`config.mk`:
```
export PLATFORM = sky130hd
export DESIGN_NAME = intx_msg_gen
export DESIGN_NICKNAME = d
export VERILOG_FILES = /design/src/rtl/intx_pkg.sv /design/src/rtl/intx_route.sv /design/src/rtl/intx_wire_fsm.sv /design/src/rtl/intx_arbiter.sv /design/src/rtl/intx_msg_gen.sv
export SDC_FILE = /design/constraint.sdc
export NUM_CORES = 1
export LEC_CHECK = 0
export BUFFER_PORTS_ARGS = -buffer_cell sky130_fd_sc_hd__buf_2
export CELL_PAD_IN_SITES_DETAIL_PLACEMENT = 0
export CELL_PAD_IN_SITES_GLOBAL_PLACEMENT = 1
export CORE_MARGIN = 1.5
export CORE_UTILIZATION = 40
export CTS_BUF_LIST = sky130_fd_sc_hd__clkbuf_2 sky130_fd_sc_hd__clkbuf_4 sky130_fd_sc_hd__clkbuf_8
export CTS_CLUSTER_SIZE = 25
export DETAILED_ROUTE_END_ITERATION = 16
export GPL_TIMING_DRIVEN = 0
export PLACE_DENSITY = 0.85
export SETUP_SLACK_MARGIN = 0.5
export SYNTH_ARGS = -nofsm -noshare
export SYNTH_HDL_FRONTEND = slang
export SYNTH_SLANG_ARGS = --single-unit
```
`constraint.sdc`:
```
create_clock -name clk -period 5.96 [get_ports clk]
set_input_delay 0.596 -clock clk [delete_from_list [all_inputs] [get_ports clk]]
set_output_delay 0.596 -clock clk [all_outputs]
set_load 0.01 [all_outputs]
```
`src/rtl/intx_pkg.sv`:
```
package intx_pkg;
    localparam int NUM_WIRES = 4;
    localparam int WIRE_W    = $clog2(NUM_WIRES);
    localparam int PIN_W     = 3;

    typedef enum logic [1:0] {
        WS_IDLE          = 2'd0,
        WS_PEND_ASSERT   = 2'd1,
        WS_PEND_DEASSERT = 2'd2
    } wire_state_e;
endpackage

```
`src/rtl/intx_route.sv`:
```
module intx_route
    import intx_pkg::*;
#(
    parameter int NUM_FUNC = 8
) (
    input  logic [NUM_FUNC-1:0]       irq_level,
    input  logic [NUM_FUNC*PIN_W-1:0] pin_cfg,
    input  logic [NUM_FUNC-1:0]       irq_disable,
    output logic [NUM_WIRES-1:0]      wire_level
);
    logic [NUM_WIRES-1:0][NUM_FUNC-1:0] hit;

    for (genvar w = 0; w < NUM_WIRES; w++) begin : g_wire
        for (genvar f = 0; f < NUM_FUNC; f++) begin : g_func
            assign hit[w][f] = irq_level[f] & ~irq_disable[f]
                             & (pin_cfg[f*PIN_W +: PIN_W] == PIN_W'(w + 1));
        end
        assign wire_level[w] = |hit[w];
    end
endmodule

```
`src/rtl/intx_wire_fsm.sv`:
```
module intx_wire_fsm
    import intx_pkg::*;
(
    input  logic clk,
    input  logic rst,
    input  logic level,
    input  logic grant,
    output logic pend_assert,
    output logic pend_deassert
);
    wire_state_e state_q, state_d;
    logic        sent_q, sent_d;

    always_ff @(posedge clk) begin
        if (rst) begin
            state_q <= WS_IDLE;
            sent_q  <= 1'b0;
        end else begin
            state_q <= state_d;
            sent_q  <= sent_d;
        end
    end

    always_comb begin
        state_d = state_q;
        sent_d  = sent_q;
        unique case (state_q)
            WS_IDLE: begin
                if (level != sent_q)
                    state_d = level ? WS_PEND_ASSERT : WS_PEND_DEASSERT;
            end
            WS_PEND_ASSERT: begin
                if (grant) begin
                    sent_d  = 1'b1;
                    state_d = WS_IDLE;
                end else if (!level) begin
                    state_d = WS_IDLE;
                end
            end
            WS_PEND_DEASSERT: begin
                if (grant) begin
                    sent_d  = 1'b0;
                    state_d = WS_IDLE;
                end else if (level) begin
                    state_d = WS_IDLE;
                end
            end
            default: state_d = WS_IDLE;
        endcase
    end

    always_comb begin
        pend_assert   = (state_q == WS_PEND_ASSERT);
        pend_deassert = (state_q == WS_PEND_DEASSERT);
    end
endmodule

```
`src/rtl/intx_arbiter.sv`:
```
module intx_arbiter
    import intx_pkg::*;
(
    input  logic [NUM_WIRES-1:0] pend_assert,
    input  logic [NUM_WIRES-1:0] pend_deassert,
    input  logic                 msg_ready,
    output logic                 msg_valid,
    output logic [WIRE_W-1:0]    msg_wire,
    output logic                 msg_assert,
    output logic [NUM_WIRES-1:0] grant
);
    logic [NUM_WIRES-1:0] pending;

    assign pending = pend_assert | pend_deassert;

    always_comb begin
        msg_valid = 1'b0;
        msg_wire  = '0;
        for (int w = NUM_WIRES - 1; w >= 0; w--) begin
            if (pending[w]) begin
                msg_valid = 1'b1;
                msg_wire  = WIRE_W'(w);
            end
        end
        msg_assert = pend_assert[msg_wire];
    end

    for (genvar w = 0; w < NUM_WIRES; w++) begin : g_grant
        assign grant[w] = msg_valid & msg_ready & (msg_wire == WIRE_W'(w));
    end
endmodule

```
`src/rtl/intx_msg_gen.sv`:
```
module intx_msg_gen
    import intx_pkg::*;
#(
    parameter int NUM_FUNC = 8
) (
    input  logic                      clk,
    input  logic                      rst,
    input  logic [NUM_FUNC-1:0]       irq_level,
    input  logic [NUM_FUNC*PIN_W-1:0] pin_cfg,
    input  logic [NUM_FUNC-1:0]       irq_disable,
    input  logic                      msg_ready,
    output logic                      msg_valid,
    output logic [WIRE_W-1:0]         msg_wire,
    output logic                      msg_assert,
    output logic [NUM_FUNC-1:0]       int_status
);
    logic [NUM_WIRES-1:0] wire_level;
    logic [NUM_WIRES-1:0] pend_a;
    logic [NUM_WIRES-1:0] pend_d;
    logic [NUM_WIRES-1:0] grant_vec;

    intx_route #(.NUM_FUNC(NUM_FUNC)) u_route (
        .irq_level   (irq_level),
        .pin_cfg     (pin_cfg),
        .irq_disable (irq_disable),
        .wire_level  (wire_level)
    );

    for (genvar w = 0; w < NUM_WIRES; w++) begin : g_fsm
        intx_wire_fsm u_fsm (
            .clk           (clk),
            .rst           (rst),
            .level         (wire_level[w]),
            .grant         (grant_vec[w]),
            .pend_assert   (pend_a[w]),
            .pend_deassert (pend_d[w])
        );
    end

    intx_arbiter u_arb (
        .pend_assert   (pend_a),
        .pend_deassert (pend_d),
        .msg_ready     (msg_ready),
        .msg_valid     (msg_valid),
        .msg_wire      (msg_wire),
        .msg_assert    (msg_assert),
        .grant         (grant_vec)
    );

    always_ff @(posedge clk) begin
        if (rst) int_status <= '0;
        else     int_status <= irq_level;
    end
endmodule

```
== Yosys cells after proc, flatten, opt, wreduce, memory -nomap -nowiden ==
Cells that the tools add are included.
W data, S select, Z words.

* Register bits: 20
* Input port bits: 43
* Word-level logic and storage cells: 202

* Magnitude comparators: 1
* Equal/unequal tests: 67
* Multiplexer cells: 50
* Bitwise logic cells: 54
* Reductions and logical operators: 21

{| class="wikitable"
|+ Operators by type and width
! kind !! number
|-
| $mux W2 || 28
|-
| $eq A3 B2 Y1 const B || 16
|-
| $and A1 B1 Y1 || 45
|-
| $reduce_or A8 Y1 || 4
|-
| $eq A3 B1 Y1 const B || 8
|-
| $eq A3 B3 Y1 const B || 8
|-
| $ne A2 B1 Y1 const B || 12
|-
| $pmux W2 S3 || 4
|-
| $reduce_and A3 Y1 || 8
|-
| $mux W1 || 13
|-
| $eq A2 B2 Y1 const B || 6
|-
| $ne A3 B1 Y1 const B || 4
|-
| $ne A3 B3 Y1 const B || 4
|-
| $eq A2 B1 Y1 const B || 5
|-
| $logic_not A2 Y1 || 5
|-
| $not A1 Y1 || 8
|-
| $pmux W1 S2 || 4
|-
| $reduce_bool A2 Y1 || 4
|-
| $ne A1 B1 Y1 || 4
|-
| $or A4 B4 Y4 || 1
|-
| $lt A2 B3 Y1 const B || 1
|-
| $bmux W1 S2 || 1
|}

== Logic depth before layout (Yosys ltp) ==
* Word-level depth: 10
* Depth in mapped cells: 9

== By module ==
Synthesis repeated with hierarchy kept, for this count alone.

* Cell total of the unflattened synthesis: 153
* Area, all modules: 1332.5 um2

{| class="wikitable"
|+ By module, submodules not included
! module !! instances !! cells an instance !! area each (um2) !! seq. area each (um2)
|-
| intx_wire_fsm || 4 || 15 || 157.7 || 60.1
|-
| intx_route || 1 || 57 || 389.1 || 0.0
|-
| intx_msg_gen || 1 || 16 || 210.2 || 160.2
|-
| intx_arbiter || 1 || 20 || 102.6 || 0.0
|}

== Least setup slack after synthesis ==
No wires, ideal clock.

* Kind: in2reg
* From: in irq_disable[6]
* To: reg g_fsm[0].u_fsm.state_q[1]
* Setup time: 0.100 ns
* Data arrival time: 2.122 ns
* Data required time: 5.860 ns
* Slack: 3.738 ns
* Stages: 5
* Cell sequence: nand2b_1 > or4b_2 > nand4_2 > mux2_4 > a2111oi_4

* Cells in the longest elaborated chain, start to end: 7
* Elaborated cells on any way between the ends: 12
* Classes of those cells: eq/ne (4); mux (3); bitwise (3); reduce/logical (2)

{| class="wikitable"
|+ Ends and longest elaborated chain
! item !! line !! source
|-
| start, declared || intx_msg_gen.sv:10 || <nowiki>input logic [NUM_FUNC-1:0] irq_disable,</nowiki>
|-
| $not A1 Y1 (*) || intx_route.sv:15 || <nowiki>assign hit[w][f] = irq_level[f] & ~irq_disable[f]</nowiki>
|-
| $and A1 B1 Y1 (*) || intx_route.sv:15 ||
|-
| $and A1 B1 Y1 (*) || intx_route.sv:16 || <nowiki>& (pin_cfg[f*PIN_W +: PIN_W] == PIN_W'(w + 1));</nowiki>
|-
| $reduce_or A8 Y1 (*) || intx_route.sv:18 || <nowiki>assign wire_level[w] = |hit[w];</nowiki>
|-
| $mux W2 / $ne A1 B1 Y1 (equally long branches) || intx_wire_fsm.sv:30, intx_wire_fsm.sv:29 ||
|-
| $mux W2 / $ne A2 B1 Y1 (equally long branches) || n/a ||
|-
| $pmux W2 S3 / $reduce_and A3 Y1 (equally long branches) || n/a ||
|-
| end signal, assigned || intx_wire_fsm.sv:19 || <nowiki>state_q <= state_d;</nowiki>
|-
| end, declared || intx_wire_fsm.sv:11 || <nowiki>wire_state_e state_q, state_d;</nowiki>
|}

Mark *: on every way between the ends. The rest lies on a longest branch, timed or not. The select of a mux whose other input is x is not followed.
A chain may end at the register's enable or synchronous reset.

== Worst setup path in the final report ==
* From: reg g_fsm[3].u_fsm.state_q[1]
* To: out msg_assert

* Cells in the longest elaborated chain, start to end: 8
* Elaborated cells on any way between the ends: 9
* Classes of those cells: eq/ne (2); mux (6); bitwise (1)

{| class="wikitable"
|+ Ends and longest elaborated chain
! item !! line !! source
|-
| start, declared || intx_wire_fsm.sv:11 ||
|-
| start signal, assigned || intx_wire_fsm.sv:19 ||
|-
| $eq A2 B1 Y1 / $eq A2 B2 Y1 (equally long branches) || intx_wire_fsm.sv:53, intx_wire_fsm.sv:54 ||
|-
| $or A4 B4 Y4 || intx_arbiter.sv:14 || <nowiki>assign pending = pend_assert | pend_deassert;</nowiki>
|-
| $mux W2 (4 in a row) || intx_arbiter.sv:20 || <nowiki>if (pending[w]) begin</nowiki>
|-
| $bmux W1 S2 (*) || intx_arbiter.sv:25 || <nowiki>msg_assert = pend_assert[msg_wire];</nowiki>
|-
| $mux W1 (not written as such) (*) || intx_arbiter.sv:25 ||
|-
| end, declared || intx_msg_gen.sv:14 || <nowiki>output logic msg_assert,</nowiki>
|}

Marked as above.

==> results.sh <==
export IMPL_synth_edf_count=0
export IMPL_die_y_um=66.01
export IMPL_crit_fanout=6
export IMPL_ys_top_cells_by_area="dfxtp_1 (25%), ha_1 (9.5%), nor2b_1 (4.3%)"
export IMPL_outcome="finished clean"
export IMPL_netlist_area_leader_share_pct=25.22
export IMPL_critPathArrivalTime_ns=1.90
export IMPL_synth_area_um2=1588
export IMPL_post_cts_buffers=0
export IMPL_gp_congestion=0.8347
export IMPL_yosys_warnings=0
export IMPL_drc=0
export IMPL_drive_gt1_share_pct=27.82
export IMPL_rows=22
export IMPL_port_buffers=54
export IMPL_nNetsFinal=304
export IMPL_initial_core_util_pct=42.41
export IMPL_routed_wl_um=3821
export IMPL_cts_repair_resized=0
export IMPL_grt_max_degree=12
export IMPL_io_pins=55
export IMPL_post_route_util_pct=52.71
export IMPL_finalClockSkew_ns=0.001970
export IMPL_coreArea_um2=3744
export IMPL_overflow=0
export IMPL_hold_class="reg2reg"
export IMPL_drv_slew=0
export IMPL_fillers=387
export IMPL_dp_cells=292
export IMPL_synth_seq_cells=20
export IMPL_finalNonFillerCells=296
export IMPL_max_slew_margin_pct=63.45
export IMPL_yosys_area_top_type="dfxtp_1"
export IMPL_grtUsageTotal_pct=18.84
export IMPL_seq_area_frac_synth_pct=25.22
export IMPL_syn_inst=190
export IMPL_ys_types=39
export IMPL_critPathCaptureType="primary output"
export IMPL_synthTopCellsByCount="dfxtp_1 (20), inv_1 (16), nand2_1 (13), nor2_1 (13), ha_1 (12)"
export IMPL_worstHoldPathCells=1
export IMPL_critPathRequiredTime_ns=5.36
export IMPL_cts_inserted_buffers=3
export IMPL_synthMostInstantiatedCell="dfxtp_1"
export IMPL_via_per_inst=5.338
export IMPL_drt_initial_drc_count=52
export IMPL_cts_sinks=20
export IMPL_die_area_um2=4357
export IMPL_antennaDiodeCount=0
export IMPL_post_route_worst_setup_slack_ns=3.468
export IMPL_rsz0062_at_grt="no"
export IMPL_clkTransAtPathRegs_ns=0.08
export IMPL_wl_per_cell_um=12.91
export IMPL_cts_buffer_depth=2
export IMPL_period_share_pct=41.81
export IMPL_cts_root_buf="clkbuf_8"
export IMPL_post_route_min_period_ns=2.492
export IMPL_power_density_nw_per_um2=341.4
export IMPL_finalHoldViolCount=0
export IMPL_ff2ff_path_depth=9
export IMPL_htreeDepth=1
export IMPL_clkLatencyLatePin_ns=0.26
export IMPL_finalSetupTns_ns=0
export IMPL_firstDrtPassIters=4
export IMPL_syn2layout_area_growth_pct=24.27
export IMPL_synth_avg_cell_area_um2=8.357
export IMPL_startpoint_type="flop"
export IMPL_setup_viol=0
export IMPL_postRouteAntennaNets=0
export IMPL_grt_pass1_wl_um=6396
export IMPL_power_leakage_nw=0.8332
export IMPL_grt_antenna_before_repair=0
export IMPL_dp_final_hpwl_um=3129
export IMPL_dieWidth_um=66.01
export IMPL_syn_nets=245
export IMPL_async_flop_share_pct=0
export IMPL_crit_type="reg2out"
export IMPL_maxCapViolCount=0
export IMPL_vdd_drop_max_v=0.0001460
export IMPL_vias=1580
export IMPL_fmaxAchievable_mhz=401.3
export IMPL_cts_hold_buf=0
export IMPL_cts_tree="yes"
export IMPL_synth_ff_type="dfxtp_1"
export IMPL_pre_cts_ws_ns=3.564
export IMPL_tightest_slew_ns=0.5482
export IMPL_grt_pass1_vias=1441
layout by cell type (no fill, tap or decap), types with 4 or more instances in the layout:
cell type   n
a21oi_1    11
a22oi_1     4
a32oi_1     5
and3b_1     5
buf_2      54
clkbuf_8    4
dfxtp_1    20
ha_1       12
inv_1      16
mux2_2      4
nand2_1    13
nand2b_1    9
nand3_1     6
nor2_1     13
nor2b_1    11
nor3b_1     9
nor4b_1     4
nor4bb_1    4
o21ai_0     8
metrics by stage:
step / power (mW) / area, µm² / hold slack, ns
2_1_floorplan: 0.4681 / 1588 / 0.4681
3_3_place_gp: 0.5678 / 1918 / 0.4963
3_5_place_dp: 0.5692 / 1918 / 0.5058
4_1_cts: 0.6789 / 1973 / 0.5223
5_1_grt: 0.7441 / 1973 / 0.5304
6_report: 0.6736 / 1973 / 0.5175
cells by family after synthesis:
logic type | synth area share, %
buffers and inverters | 4.492
adder cells (fa/ha/maj) | 9.456
AND/OR/NAND/NOR | 36.80
flip-flops | 25.22
AO/OA/AOI/OAI | 19.62
multiplexers | 4.412
per-layer routing:
layer	GRT usage [%]	vias up	share of wire [%]
li1	-	817	-
met5	0	-	0
met2	29.80	31	45
met4	5.357	0	0.86
met3	3.066	2	3.8
met1	26.32	730	50
flip-flops by register name (all words and copies together), names as in the netlist:
name / count
g_fsm.u_fsm.sent_q: 4
int_status: 8
g_fsm.u_fsm.state_q: 8
worst paths after layout:
path / start / endpoint / slack [ns]
max: g_fsm[3].u_fsm.state_q[1]$_SDFFE_PP0P_ / msg_assert / 3.47
min reg2reg: g_fsm[1].u_fsm.state_q[0]$_SDFFE_PP0P_ / g_fsm[1].u_fsm.state_q[0]$_SDFFE_PP0P_ / 0.52
min: g_fsm[1].u_fsm.state_q[0]$_SDFFE_PP0P_ / g_fsm[1].u_fsm.state_q[0]$_SDFFE_PP0P_ / 0.52
max reg2reg: g_fsm[1].u_fsm.state_q[0]$_SDFFE_PP0P_ / g_fsm[2].u_fsm.state_q[1]$_SDFFE_PP0P_ / 3.57
final cells by class:
type	count	area (µm²)	area share (%)
flip-flops and latches	20	400.4	20.29
multi-input cells	151	1116	56.56
plain buffers	3	11.26	0.5707
inverters	16	60.06	3.044
repair buffers	54	270.3	13.70
well taps	48	60.06	3.044
clock buffers	4	55.05	2.790
power breakdown:
part	leakage [nW]	internal, mW	switching [mW]
combinational	0.640	0.164	0.211
clock	0.0288	0.0588	0.0470
sequential	0.165	0.166	0.0268
total	0.833	0.389	0.284
critical path, cell delays in order, from the launching register on:
cell	delay, ns
dfxtp_1	0.40
inv_1	0.08
ha_1	0.33
nor2b_1	0.29
a22oi_1	0.11
nor2_1	0.09
a21oi_1	0.04
o21ai_0	0.14
buf_2	0.15
No activity file was read; power rests on OpenSTA's default activity.
